==> src/rtl/incdec_pkg.sv <==
package incdec_pkg;
    localparam int BYTE_W = 8;
    localparam int PAIR_W = 2 * BYTE_W;
    localparam int FLAG_W = 8;

    localparam int FB_SIGN  = 7;
    localparam int FB_ZERO  = 6;
    localparam int FB_WRAP  = 5;
    localparam int FB_HALF  = 4;
    localparam int FB_FIX3  = 3;
    localparam int FB_PAR   = 2;
    localparam int FB_OVF   = 1;
    localparam int FB_CARRY = 0;

    typedef enum logic [1:0] {
        OP_INR = 2'd0,
        OP_DCR = 2'd1,
        OP_INX = 2'd2,
        OP_DCX = 2'd3
    } op_e;

    typedef enum logic {
        ST_IDLE = 1'b0,
        ST_DONE = 1'b1
    } st_e;

    typedef struct packed {
        logic sign;
        logic zero;
        logic wrap;
        logic half;
        logic par;
        logic ovf;
        logic carry;
    } flag_set_t;
endpackage

==> src/rtl/incdec_byte_calc.sv <==
module incdec_byte_calc #(
    parameter int W = 8
) (
    input  logic         dec,
    input  logic [W-1:0] a,
    output logic [W-1:0] r,
    output logic         sign,
    output logic         zero,
    output logic         half,
    output logic         par,
    output logic         ovf
);
    localparam logic [W-1:0] MAX_POS = {1'b0, {(W-1){1'b1}}};
    localparam logic [W-1:0] MIN_NEG = {1'b1, {(W-1){1'b0}}};

    always_comb begin
        r    = dec ? (a - 1'b1) : (a + 1'b1);
        sign = r[W-1];
        zero = (r == '0);
        par  = ~^r;
        half = dec ? (r[3:0] != 4'hF) : (r[3:0] == 4'h0);
        ovf  = dec ? (a == MIN_NEG) : (a == MAX_POS);
    end
endmodule

==> src/rtl/incdec_pair_calc.sv <==
module incdec_pair_calc #(
    parameter int W = 16
) (
    input  logic         dec,
    input  logic [W-1:0] a,
    output logic [W-1:0] r,
    output logic         wrap,
    output logic         ovf
);
    localparam logic [W-1:0] MAX_POS = {1'b0, {(W-1){1'b1}}};
    localparam logic [W-1:0] MIN_NEG = {1'b1, {(W-1){1'b0}}};

    always_comb begin
        r    = dec ? (a - 1'b1) : (a + 1'b1);
        wrap = dec ? (a == '0) : (a == '1);
        ovf  = dec ? (a == MIN_NEG) : (a == MAX_POS);
    end
endmodule

==> src/rtl/incdec_flag_pack.sv <==
module incdec_flag_pack
    import incdec_pkg::*;
(
    input  logic              mode85,
    input  flag_set_t         f,
    output logic [FLAG_W-1:0] byte_out
);
    always_comb begin
        byte_out           = '0;
        byte_out[FB_SIGN]  = f.sign;
        byte_out[FB_ZERO]  = f.zero;
        byte_out[FB_HALF]  = f.half;
        byte_out[FB_PAR]   = f.par;
        byte_out[FB_CARRY] = f.carry;
        byte_out[FB_FIX3]  = 1'b0;
        if (mode85) begin
            byte_out[FB_WRAP] = f.wrap;
            byte_out[FB_OVF]  = f.ovf;
        end else begin
            byte_out[FB_WRAP] = 1'b0;
            byte_out[FB_OVF]  = 1'b1;
        end
    end
endmodule

==> src/rtl/incdec_flag_unit.sv <==
module incdec_flag_unit
    import incdec_pkg::*;
(
    input  logic              clk,
    input  logic              rst_n,
    input  logic              go,
    input  logic [1:0]        op,
    input  logic              mode85,
    input  logic [PAIR_W-1:0] opnd,
    input  logic [FLAG_W-1:0] flags_in,
    output logic              done,
    output logic [PAIR_W-1:0] result,
    output logic [FLAG_W-1:0] flags_out
);
    st_e state_q, state_d;

    logic              is_pair, is_dec;
    logic [BYTE_W-1:0] r8;
    logic              s8, z8, h8, p8, v8;
    logic [PAIR_W-1:0] r16;
    logic              wrap16, v16;
    flag_set_t         fnext;
    logic [PAIR_W-1:0] res_next;
    logic [FLAG_W-1:0] byte_next;

    assign is_pair = (op == OP_INX) || (op == OP_DCX);
    assign is_dec  = (op == OP_DCR) || (op == OP_DCX);

    incdec_byte_calc #(.W(BYTE_W)) u_byte (
        .dec(is_dec), .a(opnd[BYTE_W-1:0]), .r(r8),
        .sign(s8), .zero(z8), .half(h8), .par(p8), .ovf(v8)
    );

    incdec_pair_calc #(.W(PAIR_W)) u_pair (
        .dec(is_dec), .a(opnd), .r(r16), .wrap(wrap16), .ovf(v16)
    );

    always_comb begin
        fnext.sign  = flags_in[FB_SIGN];
        fnext.zero  = flags_in[FB_ZERO];
        fnext.half  = flags_in[FB_HALF];
        fnext.par   = flags_in[FB_PAR];
        fnext.carry = flags_in[FB_CARRY];
        fnext.wrap  = flags_in[FB_WRAP];
        fnext.ovf   = flags_in[FB_OVF];
        if (is_pair) begin
            res_next   = r16;
            fnext.wrap = wrap16;
            fnext.ovf  = v16;
        end else begin
            res_next   = {opnd[PAIR_W-1:BYTE_W], r8};
            fnext.sign = s8;
            fnext.zero = z8;
            fnext.half = h8;
            fnext.par  = p8;
            fnext.ovf  = v8;
        end
    end

    incdec_flag_pack u_pack (
        .mode85(mode85), .f(fnext), .byte_out(byte_next)
    );

    // state register
    always_ff @(posedge clk or negedge rst_n) begin
        if (!rst_n) state_q <= ST_IDLE;
        else        state_q <= state_d;
    end

    always_comb begin
        unique case (state_q)
            ST_IDLE: state_d = go ? ST_DONE : ST_IDLE;
            ST_DONE: state_d = go ? ST_DONE : ST_IDLE;
            default: state_d = ST_IDLE;
        endcase
    end

    // outputs
    always_ff @(posedge clk or negedge rst_n) begin
        if (!rst_n) begin
            result    <= '0;
            flags_out <= '0;
        end else if (go) begin
            result    <= res_next;
            flags_out <= byte_next;
        end
    end

    assign done = (state_q == ST_DONE);


    keep_carry_chk: assert property (@(posedge clk) disable iff (!rst_n)
        (done && !$past(op[1])) |-> (flags_out[FB_CARRY] == $past(flags_in[FB_CARRY])));


    fixed_bit1_chk: assert property (@(posedge clk) disable iff (!rst_n)
        (done && !$past(mode85)) |-> (flags_out[FB_OVF] && !flags_out[FB_WRAP]));


    bit3_zero_chk: assert property (@(posedge clk) disable iff (!rst_n)
        flags_out[FB_FIX3] == 1'b0);


    old_pair_keep_chk: assert property (@(posedge clk) disable iff (!rst_n)
        (done && !$past(mode85) && $past(op[1])) |->
        ({flags_out[7:6], flags_out[4], flags_out[2], flags_out[0]} ==
         {$past(flags_in[7:6]), $past(flags_in[4]), $past(flags_in[2]), $past(flags_in[0])}));


    pair_wrap_chk: assert property (@(posedge clk) disable iff (!rst_n)
        (done && $past(mode85) && $past(op) == 2'd2 && $past(opnd) == '1) |->
        (flags_out[FB_WRAP] && result == '0));


    done_follow_chk: assert property (@(posedge clk) disable iff (!rst_n)
        go |=> done);


    done_source_chk: assert property (@(posedge clk) disable iff (!rst_n)
        done |-> $past(go));


    hold_chk: assert property (@(posedge clk) disable iff (!rst_n)
        !go |=> ($stable(result) && $stable(flags_out)));
endmodule

==> config.mk <==
export PLATFORM = sky130hd
export DESIGN_NAME = incdec_flag_unit
export DESIGN_NICKNAME = d
export VERILOG_FILES = /design/src/rtl/incdec_pkg.sv /design/src/rtl/incdec_byte_calc.sv /design/src/rtl/incdec_pair_calc.sv /design/src/rtl/incdec_flag_pack.sv /design/src/rtl/incdec_flag_unit.sv
export SDC_FILE = /design/constraint.sdc
export NUM_CORES = 1
export LEC_CHECK = 0
export ABC_CLOCK_PERIOD_IN_PS = 1080
export CAP_MARGIN = 20
export CORE_ASPECT_RATIO = 0.6
export CORE_MARGIN = 4
export CORE_UTILIZATION = 50
export CTS_CLUSTER_DIAMETER = 60
export CTS_CLUSTER_SIZE = 25
export DETAILED_ROUTE_END_ITERATION = 7
export DONT_BUFFER_PORTS = 1
export PLACE_DENSITY_LB_ADDON = 0.1
export REMOVE_ABC_BUFFERS = 1
export SYNTH_ARGS = -nofsm -noshare
export SYNTH_HDL_FRONTEND = slang
export SYNTH_SLANG_ARGS = --single-unit
==> constraint.sdc <==
create_clock -name clk -period 1.08 [get_ports clk]
set_clock_uncertainty 0.1 [all_clocks]
set_input_delay 0.162 -clock clk [delete_from_list [all_inputs] [get_ports clk]]
set_output_delay 0.162 -clock clk [all_outputs]
set_load 0.01 [all_outputs]
### Word level (Yosys, flattened, before mapping)

Cells that the tools add are included.

| storage, ports and cells | value |
|---|---|
| output and inout bits | 25 |
| flip-flop bits (word level) | 24 |
| word-level logic and storage cells | 36 |
| bits of input ports | 30 |

| cells by class | value |
|---|---|
| $add $sub $neg | 4 |
| reductions and logical operators | 6 |
| eq/ne operators | 9 |
| muxes and demuxes | 14 |

Operator list:

| operator | number |
|---|---|
| $eq A16 B16 Y1 const B | 2 |
| $mux W16 | 2 |
| $add A16 B1 Y16 const B | 1 |
| $eq A16 B15 Y1 const B | 1 |
| $logic_not A16 Y1 | 1 |
| $sub A16 B1 Y16 const B | 1 |
| $mux W1 | 9 |
| $add A8 B1 Y8 const B | 1 |
| $eq A8 B7 Y1 const B | 1 |
| $eq A8 B8 Y1 const B | 1 |
| $logic_not A8 Y1 | 1 |
| $mux W8 | 1 |
| $reduce_xnor A8 Y1 | 1 |
| $sub A8 B1 Y8 const B | 1 |
| $eq A2 B2 Y1 const B | 2 |
| $logic_not A4 Y1 | 1 |
| $mux W2 | 2 |
| $ne A4 B4 Y1 const B | 1 |
| $eq A2 B1 Y1 const B | 1 |
| $logic_or A1 B1 Y1 | 2 |

### Logic depth before layout (Yosys ltp)

Gate-level depths: netlist of the first run.

| logic depth | value |
|---|---|
| depth after elaboration | 6 |
| depth in mapped cells | 12 |
| mapped depth without buffers | 12 |

### Hierarchy

From an unflattened synthesis of the first run, not the netlist that was laid out.

| unflattened totals | value |
|---|---|
| cells, all modules | 278 |
| area total of the unflattened synthesis | 2,568.7 sq um |

Modules (own cells, without submodules):

| module | area an instance (sq um) | seq. area each (sq um) | instances | cells each |
|---|---|---|---|---|
| incdec_flag_unit | 1,176.1 | 625.6 | 1 | 95 |
| incdec_pair_calc | 818.3 | 0.0 | 1 | 110 |
| incdec_byte_calc | 513.0 | 0.0 | 1 | 64 |
| incdec_flag_pack | 61.3 | 0.0 | 1 | 9 |

### Least setup slack after synthesis of the first run

OpenSTA, ideal clock, no wires.

| timing path | value |
|---|---|
| path kind | in2reg |
| start point | input port op[0] |
| end point | register flags_out[2] |
| library setup time | 0.126 ns |
| stages | 11 |
| setup slack | -1.228 ns |
| required time | 0.854 ns |
| arrival time | 2.082 ns |
| buffers on the path | 0 |
| cells stage by stage | fa_1 a21oi_1 o21ai_0 a21oi_1 xor2_1 ha_1 xnor2_1 xnor2_1 nor2_1 a21oi_1 a21oi_1 |

| on the way | value |
|---|---|
| word-level cells in the longest chain between the ends | 5 |
| elaborated cells on any way between the ends | 8 |
| classes of those cells | eq/ne (3); mux (2); reduce/logical (3) |

RTL lines:

| what | line | text |
|---|---|---|
| start: declaration | incdec_flag_unit.sv:7 | `input logic [1:0] op,` |
| $eq A2 B1 Y1 or $eq A2 B2 Y1 (tied branches) | incdec_flag_unit.sv:27, incdec_flag_unit.sv:26 |  |
| $logic_or A1 B1 Y1 | incdec_flag_unit.sv:27 | `assign is_dec = (op == OP_DCR) \|\| (op == OP_DCX);` |
| $mux W8 | incdec_byte_calc.sv:17 | `r = dec ? (a - 1'b1) : (a + 1'b1);` |
| $reduce_xnor A8 Y1 | incdec_byte_calc.sv:20 | `par = ~^r;` |
| $mux W2 * | incdec_flag_unit.sv:46 | `if (is_pair) begin` |
| end signal: assignment | incdec_flag_unit.sv:85 | `flags_out <= byte_next;` |
| end: declaration | incdec_flag_unit.sv:13 | `output logic [FLAG_W-1:0] flags_out` |

Every way passes the cells marked *; elsewhere a longest branch is shown, timed or not.
A chain may end at the register's enable or synchronous reset.

### Worst setup path after layout of the first run

| timing path | value |
|---|---|
| start point | input port opnd[1] |
| end point | register flags_out[2] |

| on the way | value |
|---|---|
| word-level cells in the longest chain between the ends | 4 |
| elaborated cells on any way between the ends | 5 |
| classes of those cells | add/sub (2); mux (2); reduce/logical (1) |

RTL lines:

| what | line | text |
|---|---|---|
| start: declaration | incdec_flag_unit.sv:9 | `input logic [PAIR_W-1:0] opnd,` |
| $add A8 B1 Y8 or $sub A8 B1 Y8 (tied branches) | incdec_byte_calc.sv:17 |  |
| $mux W8 * | incdec_byte_calc.sv:17 |  |
| $reduce_xnor A8 Y1 * | incdec_byte_calc.sv:20 |  |
| $mux W2 * | incdec_flag_unit.sv:46 |  |

Marked as above.

==> metrics.md, run 1 <==
| Metric | Value |
|---|---|
| Post-Place Cells | about 320 |
| I/O pin count | 55 |
| Final Net Count | 343 |
| Syn Area/Cell | 8.817 sq um |
| Most common cell on crit path | a21oi_1 |
| CTS buffer count | 3 |
| Max-cap violations | 0 |
| 1st-pass router iterations | 5 |
| Synth Instances | 233 |
| CTS tree | built |
| Post-synth EDFFs | 0 |
| Skew-Pair Late Insertion Delay | 270 ps |
| Antenna-violating nets left | 0 |
| Yosys warnings | 0 |
| Fillcell total | roughly 190 |
| Largest net degree at the start of global routing | between 40 and 50 |
| Most area-consuming cells after synthesis | dfrtp_1 (29%), ha_1 (12%), a21oi_1 (5.8%) |
| Reg power frac | 30.1% |
| Slowest-stage cell, CP | fa_2 |
| Die area | roughly 5200 sq um |
| Most common cell after layout, fill and taps aside | buf_4 |
| Clk Tree Root Cell | clkbuf_8 |
| Vias in the first global route | 1,966 |
| Routed vias/inst | 6.722 |
| I/O Buffers | 0 |
| Largest area contributor in the netlist | dfrtp_1 |
| Comb pwr share | 49.5% |
| CP startpoint kind | input port |
| Critical setup path kind | in -> reg |
| Initial antenna violation count | 0 |
| GP Congestion | 0.8856 |
| CP max stage delay | 400 ps |
| Fin crit share | 185.6% |
| Power Density | 1300 nW/um^2 |
| DRC viols | 0 |
| Number of synthesized register bits | 24 |
| GRT Total Usage | 26.53% |
| Synth Flop Type | dfrtp_1 |
| Die width | 90.76 microns |
| Chip Height | between 50 and 60 microns |
| CP max FO | 4 |
| Failing checks | hold timing, setup timing |
| WL/cell | 24.43 microns |
| Worst setup margin | -923.9 ps |
| Psw | 1.445 mW |
| Final hold vios | 22 |
| Initial Utilization | 53.96% |
| Peak Freq | 499.0 MHz |
| Fraction of registers with async set or reset after synthesis | 100.0% |
| CP cell instances | fa_2, a21oi_4, inv_1, a21oi_2, xor2_2, ha_4, xnor2_4, xnor2_1, nor2_1, a21oi_1, a21oi_1 |
| CTS Hold Bufs | 10 |
| First-pass GRT wire length | 10,780 microns |
| Row count | 17 |
| Delay-heaviest family, CP | adder cells |
| Buf/Inv on CP | 1 |
| Synthesized area | 2054 sq um |
| # H-tree levels | 1 |
| Sw frac | 35.39% |
| Clk sink count | 24 |
| Area delta synth->final | 52.80% |
| Hold WS | -151.4 ps |
| Layout cell share with drive strength beyond 1 | 42.61% |
| Worst r2r path cells | 3 |
| Yosys top cell area share | 29.23% |
| Final setup fails | 20 |
| HP Class | in -> reg |
| Final min period | 2004 ps |
| Crit. End Element | flip-flop |
| RSZ-0062 raised after global routing | true |
| Post-synthesis sequential area ratio | between 20% and 30% |
| Netlist cell types | 50 |
| Max Slew Vio Count | 0 |
| Clock Power Share | 20.4% |
| Gr ovfl total | 0 |
| Outcome | finished with violations |
| Pleak | 1.321 nW |
| Most frequent cells in the layout | buf_4 (45), dfrtp_1 (24), a21oi_1 (16), ha_4 (13) |
| Critical Path RT | 1150 ps |
| Placed wire-length estimate | between 4000 and 5000 microns |
| Peak VDD IR | roughly 750 uV |
| Iter 0 DRT Violations | 256 |
| CP Data Arrival Time | 2070 ps |
| Hold Crit Depth | 0 |
| Antenna diodes | 0 |
| Crit. path cell count | 11 |
| CTS Buffer Depth | 2 |
| Fin cells | 338 |
| Setup_tns | -9245 ps |
| Total core area | 3807 sq um |
| Routed wire length | 8258 microns |
| Clk slew on worst S/H paths | about 90 ps |
| Int Pwr | 2.637 mW |
| DR vias | 2,272 |
[power by group through the flow]
stage                     clock network (mW)  logic, mW  registers, mW
after global routing                   0.888       2.13           1.25
after global placement                     0       1.22           1.23
after floorplan                            0      0.750           1.22
after CTS                              0.830       1.54           1.22
after detailed placement                   0       1.25           1.24
final                                  0.834       2.02           1.23
[worst reg2reg max path: stages, from the launching register on]
cell      delay [ps]
dfrtp_1          410
nor2b_1          140
a31oi_1          200
o211ai_1         120
[per-layer routing]
metal	vias to the layer above	share of wire (%)	track usage, %
li1	960	-	-
met1	1098	42	38.98
met2	173	42	39.20
met3	41	11	6.744
met4	0	5.0	6.318
met5	-	0	0
[through the flow]
step / power [mW] / util, % / setup WS, ps / area [sq um]
5_1_grt: 4.264 / 82.45 / -1005 / 3139
2_1_floorplan: 1.974 / - / -1215 / 1973
3_3_place_gp: 2.452 / 63.03 / -1366 / 2400
4_1_cts: 3.590 / 74.76 / -913.0 / 2846
3_5_place_dp: 2.492 / 63.03 / -1425 / 2400
6_report: 4.081 / 82.45 / -923.9 / 3139
[flip-flops by register name, summed over array words and instances, names as in the netlist]
register	count
flags_out	7
done	1
result	16
[repair_timing]
action | CTS | global route
endpoints found under the setup margin | 19 | 26
hold endpoints to repair | 48 | 23
buffers inserted | 10 | 5
pin swaps | 27 | 28
gates resized for setup | 42 | 54
gates cloned | 0 | 0
[synth_stat cells (all sizes together) (5+ instances only)]
master and n:
ha 20, buf 7, nand3 9, clkbuf 5, xnor2 10, mux2 5, o21ai 13, a21oi 24
mux2i 8, nand2 11, nor3 6, dfrtp 24, nor2 13, xor2 5, inv 13, a21o 5
nand4 7, a31oi 7, nor2b 6
[logic make-up (layout without fill, tap and decap cells)]
family                     after synthesis  in the layout  share of synthesized area [%]
AOI/OAI and AO/OA                       67             67                          20.52
and+or+nand+nor                         66             66                          17.36
buffers and inverters                   26             84                          6.516
DFF                                     24             24                          29.23
adders and majority gates               21             21                          13.15
xor gates and xnor gates                15             15                          6.394
muxes                                   13             13                          6.638
other                                    1              1                         0.1825
[path summary, 6_finish.rpt]
path | from | endpoint | slack, ps
min in group asynchronous | rst_n | result[2]$_DFFE_PN0P_ | 210
min | go | done$_DFF_PN0_ | -150
max in group asynchronous | rst_n | result[15]$_DFFE_PN0P_ | 500
max | opnd[1] | flags_out[2]$_DFFE_PN0P_ | -920
min reg2reg | result[5]$_DFFE_PN0P_ | result[5]$_DFFE_PN0P_ | 480
max reg2reg | result[14]$_DFFE_PN0P_ | result[14]$_DFFE_PN0P_ | 0
[area by class of cell]
cell class / instances / area, sq um / share of cell area (%)
repair buffers: 66 / 571.8 / 18.21
flip-flops and latches: 24 / 600.6 / 19.13
clock inverters: 1 / 30.03 / 0.9566
inverters: 14 / 55.05 / 1.754
clock buffers: 3 / 41.29 / 1.315
multi-input cells: 183 / 1782 / 56.76
well taps: 47 / 58.81 / 1.873
No activity file was read; power rests on OpenSTA's default activity.
==> inputs of run 2 (changes only) <==
- TNS_END_PERCENT: unset -> 1
==> run 2 against run 1 <==
The run still ends with hold timing, setup timing left. Worst hold slack lost 9.7 ps. Setup slack got worse by 57 ps. Sequential share of layout area up 0.092 points. Critical path type unchanged. Largest cell class unchanged.
==> metrics.md, run 2 (same netlist as run 1, synthesis figures left out) <==
| Metric | Value |
|---|---|
| CP startpoint kind | input port |
| Skew-Pair Late Insertion Delay | 270 ps (about the same) |
| 1st-pass router iterations | 6 (+1) |
| RSZ-0062 raised after global routing | true |
| CTS Buffer Depth | 2 (unchanged) |
| Row count | 17 (unchanged) |
| CTS buffer count | 3 (unchanged) |
| Fin cells | 345 (+2.1%) |
| Pleak | 1.349 nW (+2.1%) |
| WL/cell | 25.09 microns (+2.7%) |
| Register name with the most flops | result |
| Peak VDD IR | 751.6 uV (+0.19%) |
| Iter 0 DRT Violations | 371 (+45%) |
| Largest net degree at the start of global routing | 48 (unchanged) |
| Die area | 5232 sq um (unchanged) |
| Antenna diodes | 0 (unchanged) |
| Initial Utilization | 53.96% (unchanged) |
| Critical setup path kind | in -> reg |
| Total core area | 3807 sq um (unchanged) |
| DR vias | 2,367 (+4.2%) |
| CP Data Arrival Time | 2130 ps (+60 ps) |
| Vias in the first global route | 2,013 (+2.4%) |
| # H-tree levels | 1 (unchanged) |
| CP max FO | 4 (unchanged) |
| Routed vias/inst | 6.861 (+2.1%) |
| Critical Path RT | 1150 ps (about the same) |
| Most common cell after layout, fill and taps aside | buf_4 |
| Outcome | finished with violations |
| Overall power | 4.115 mW (+0.83%) |
| Max-cap violations | 0 (unchanged) |
| Dpl ws | -1425 ps (unchanged) |
| Clk sink count | 24 (unchanged) |
| Routed wire length | 8657 microns (+4.8%) |
| Most frequent cells in the layout | buf_4 (52), dfrtp_1 (24), a21oi_1 (17), inv_1 (13), ha_4 (13) |
| Area delta synth->final | 52.07% |
| Antenna-violating nets left | 0 (unchanged) |
| Final min period | 2061 ps (+56.97 ps) |
| Power Density | 1317 nW/um^2 (+1.3%) |
| Chip Height | 57.65 microns (unchanged) |
| Post-Place Cells | 317 (unchanged) |
| CTS tree | built |
| Final Net Count | 350 (+2.0%) |
| Largest register FFs | 16 (unchanged) |
| Worst setup margin | -980.9 ps (-56.97 ps) |
| Fin crit share | 190.8% (+5.3 points) |
| Initial antenna violation count | 0 (unchanged) |
| Final non-filler cell area | 3124 sq um (-0.48%) |
| CTS Hold Bufs | 10 (unchanged) |
| Setup_tns | -10,300 ps (-1054 ps) |
| Final setup fails | 19 (-5.0%) |
| Final hold vios | 23 (+4.5%) |
| First-pass GRT wire length | 10,980 microns (+1.9%) |
| Clk Tree Root Cell | clkbuf_8 |
| Layout cell share with drive strength beyond 1 | 40.94% (-1.7 points) |
| Placed instance area | 2400 sq um (unchanged) |
| GRT Total Usage | 26.92% (+0.39 points) |
| I/O pin count | 55 (unchanged) |
| I/O Buffers | 0 (unchanged) |
| Hold WS | -161.1 ps (-9.670 ps) |
| Final core area utilization | 82.06% (-0.39 points) |
| Clk slew on worst S/H paths | 90 ps (about the same) |
| Die width | 90.76 microns (unchanged) |
| Crit. End Element | flip-flop |
| Failing checks | hold timing, setup timing |
| DRC viols | 0 (unchanged) |
| Max Slew Vio Count | 0 (unchanged) |
| Placed wire-length estimate | 4798 microns (unchanged) |
| GP Congestion | 0.8856 (unchanged) |
| Gr ovfl total | 0 (unchanged) |
| Peak Freq | 485.2 MHz (-2.8%) |
| HP Class | in -> reg |
[run 2: power by group]
group          total (mW)  switching (mW)  internal (mW)
Combinational        2.06           0.932           1.13
Clock               0.820           0.324          0.497
Sequential           1.23           0.176           1.05
Total                4.12            1.43           2.68
[run 2: what timing repair did]
| item | in CTS | in global routing |
|---|---|---|
| cloned | 0 | 0 |
| resized for setup | 32 | 47 |
| endpoints found under the hold margin | 48 | 24 |
| pin swaps | 20 | 17 |
| setup buffers | 8 | 6 |
| setup endpoints to repair | 19 | 26 |
[run 2: final timing paths]
kind	start	to	slack (ps)	cells after the start
worst max-delay path	opnd[2]	flags_out[2]$_DFFE_PN0P_	-980	12
worst min-delay path	go	done$_DFF_PN0_	-160	0
worst max register to register	result[14]$_DFFE_PN0P_	result[14]$_DFFE_PN0P_	0	3
worst min register to register	result[5]$_DFFE_PN0P_	result[5]$_DFFE_PN0P_	480	2
max in group asynchronous	rst_n	result[10]$_DFFE_PN0P_	490	2
min in group asynchronous	rst_n	result[3]$_DFFE_PN0P_	230	2
[run 2: area by class of cell]
cell class,instances,area [sq um]
clock buffers,3,41.29
clock inverters,1,30.03
fillers,205,683.2
inverters,14,52.55
multi-input cells,183,1717
flip-flops and latches,24,600.6
well taps,47,58.81
repair buffers,73,624.3
[run 2: per-layer routing]
metal	up-vias	global-route usage, %	part of all wire [%]	wire length [microns]
met5	-	0	0	0
met4	0	7.407	5.2	450
met3	56	8.431	12	1009
met2	198	40.67	43	3683
met1	1138	37.49	41	3513
li1	975	-	-	-
[run 2: worst max-delay path: stages]
cell	delay [ps]
ha_4	250
buf_4	160
a21oi_4	170
o21ai_2	100
a21oi_2	200
xor2_2	260
ha_4	250
xnor2_2	130
xnor2_1	190
nor2_1	60
a21oi_1	110
a21oi_1	80
==> inputs of run 3 (changes only) <==
- ABC_CLOCK_PERIOD_IN_PS: 1080 -> 1650
- CORE_UTILIZATION: 50 -> 58
- clock period: 1.08 -> 1.65 ns (I/O delays scaled with it)
==> run 3 against run 2 <==
Critical endpoint unchanged. Clock-buffer cell count unchanged. First-iteration DRC count fell by 24%. Cell count is 4.6% lower. Highest routed layer unchanged. Combinational power down 45%. The flow still finishes with violations (hold timing, setup timing). Largest cell class unchanged.
==> metrics.md, run 3 (same netlist as run 1, synthesis figures left out) <==
| Metric | Value |
|---|---|
| Placed instance area | 2382 sq um (-0.73%) |
| Setup_tns | -2734 ps (+7566 ps) |
| Final non-filler cell area | 2839 sq um (-9.1%) |
| Final hold vios | 10 (-57%) |
| RSZ-0062 raised after global routing | true |
| CTS tree | built |
| Clk Tree Root Cell | clkbuf_8 |
| Hold Crit Start | go |
| Worst r2r path cells | 2 (-1) |
| Most frequent cells in the layout | buf_4 (50), dfrtp_1 (24), a21oi_1 (15), inv_1 (12), nor2_1 (12) |
| Largest net degree at the start of global routing | 48 (unchanged) |
| R2r setup slk | 540 ps (+540 ps) |
| DRC viols | 0 (unchanged) |
| Clk slew on worst S/H paths | 100 ps (about the same) |
| CP startpoint kind | input port |
| Gr ovfl total | 0 (unchanged) |
| # H-tree levels | 1 (unchanged) |
| Reg2reg start | result[8]$_DFFE_PN0P_ |
| Final core area utilization | 85.43% (+3.4 points) |
| Power Density | 877.5 nW/um^2 (-33%) |
| Initial antenna violation count | 0 (unchanged) |
| Final setup fails | 11 (-8) |
| DR vias | 2,317 (-2.1%) |
| Iter 0 DRT Violations | 283 (-24%) |
| Vias in the first global route | 2,132 (+5.9%) |
| Routed wire length | 7656 microns (-12%) |
| Most common cell on crit path | a21oi_1 |
| Die area | 4590 sq um (-12%) |
| Critical Path RT | 1730 ps (+580 ps) |
| HP Class | in -> reg |
| CP max FO | 4 (unchanged) |
| Chip Height | 54.10 microns (-6.2%) |
| Skew-Pair Late Insertion Delay | 270 ps (about the same) |
| Area delta synth->final | 38.19% |
| Outcome | finished with violations |
| Total core area | 3323 sq um (-13%) |
| I/O Buffers | 0 (unchanged) |
| Row count | 16 (-1) |
| R2r endpoint | result[8]$_DFFE_PN0P_ |
| Placed wire-length estimate | 4705 microns (-1.9%) |
| Hold Crit Depth | 0 (unchanged) |
| Worst Hold Path EP | done$_DFF_PN0_ |
| Register name with the most flops | result |
| Routed vias/inst | 7.043 (+2.6%) |
| Hold WS | -76.86 ps (+84.23 ps) |
| CP cell instances | fa_2, a21oi_4, o21ai_2, a21oi_2, xor2_2, ha_4, xnor2_2, xnor2_1, nor2_1, a21oi_1, a21oi_1 |
| Failing checks | hold timing, setup timing |
| I/O pin count | 55 (unchanged) |
| CTS buffer count | 3 (unchanged) |
| CP max stage delay | 410 ps (+150 ps) |
| Initial Utilization | 61.82% (+7.9 points) |
| Worst setup margin | -533.7 ps (+447.2 ps) |
| Max Slew Vio Count | 0 (unchanged) |
| CTS Hold Bufs | 3 (-7) |
| Peak VDD IR | 552.8 uV (-26%) |
| Fin crit share | 132.3% |
| Antenna diodes | 0 (unchanged) |
| Peak Freq | 457.9 MHz |
| Largest register FFs | 16 (unchanged) |
| Slowest-stage cell, CP | fa_2 |
| GP Congestion | 0.9688 (+9.4%) |
| Pleak | 1.242 nW (-7.9%) |
| Die width | 84.84 microns (-6.5%) |
| Most common cell after layout, fill and taps aside | buf_4 |
| Final min period | between 2000 and 2500 ps |
| Antenna-violating nets left | 0 (unchanged) |
| Max-cap violations | 0 (unchanged) |
| GRT Total Usage | 31.84% (+4.9 points) |
| Layout cell share with drive strength beyond 1 | 37.32% (-3.6 points) |
| Clk sink count | 24 (unchanged) |
| CP Data Arrival Time | 2270 ps (+140 ps) |
| Final Net Count | 336 (-4.0%) |
| WL/cell | 23.27 microns (-7.3%) |
| Critical setup path kind | in -> reg |
| 1st-pass router iterations | 6 (unchanged) |
| CTS Buffer Depth | 2 (unchanged) |
| First-pass GRT wire length | 11,140 microns (+1.4%) |
| Crit. End Element | flip-flop |
==> run 3: cell types whose count changed in the layout (fill, tap and decap cells not counted), sizes merged <==
cell / change
dlygate4sd3: -7
buf: -7
==> run 3: how the worst max path moves through the flow <==
stage	slack, ps	endpoint	from
floorplan	-730	flags_out[2]$_DFFE_PN0P_	op[0]
global placement	-870	flags_out[2]$_DFFE_PN0P_	op[0]
detailed placement	-990	flags_out[2]$_DFFE_PN0P_	op[0]
CTS	-370	flags_out[2]$_DFFE_PN0P_	opnd[1]
global route	-650	flags_out[2]$_DFFE_PN0P_	opnd[1]
finish	-530	flags_out[2]$_DFFE_PN0P_	opnd[1]
==> run 3: routing by layer <==
metal	vias to the layer above	share of wire (%)	GRT usage (%)
li1	954	-	-
met2	225	41	48.44
met3	51	14	10.24
met4	0	5.1	11.84
met1	1087	40	42.75
met5	-	0	0
==> run 3: worst max-delay path: cells and delay by family <==
kind | cells | cell delay (ps)
xor gates and xnor gates | 3 | 590
and+or+nand+nor | 1 | 70
adders and majority gates | 2 | 660
AOI/OAI and AO/OA | 5 | 720
==> run 3: final cells by class <==
| type | instances | area [sq um] |
|---|---|---|
| clock buffer | 3 | 41.29 |
| clock inverter | 1 | 30.03 |
| fill | 163 | 484.2 |
| inverter | 14 | 52.55 |
| multi-input combinational | 183 | 1567 |
| sequential | 24 | 600.6 |
| tap | 45 | 56.30 |
| timing repair buffer | 59 | 491.7 |
==> run 3: timing repair <==
action                                 CTS  global route
pin swaps                               20             9
setup buffers                            8             1
resized for setup                       39            12
endpoints found under the hold margin   37            12
setup endpoints to repair               10            12
==> run 3: per-stage QoR <==
step / cells / setup WS [ps] / power [mW]
detailed placement: 313 / -989.8 / 1.609
CTS: 328 / -366.0 / 2.328
global route: 329 / -650.0 / 2.593
global placement: 313 / -871.7 / 1.579
finish: 329 / -533.7 / 2.491
floorplan: 221 / -730.1 / 1.292
==> run 3: where the power goes <==
| part | switching (mW) | internal [mW] | total (mW) | leakage [nW] |
|---|---|---|---|---|
| Combinational | 0.527 | 0.603 | 1.13 | 0.923 |
| Sequential | 0.125 | 0.690 | 0.815 | 0.283 |
| Clock | 0.221 | 0.325 | 0.546 | 0.0357 |
| Total | 0.873 | 1.62 | 2.49 | 1.24 |
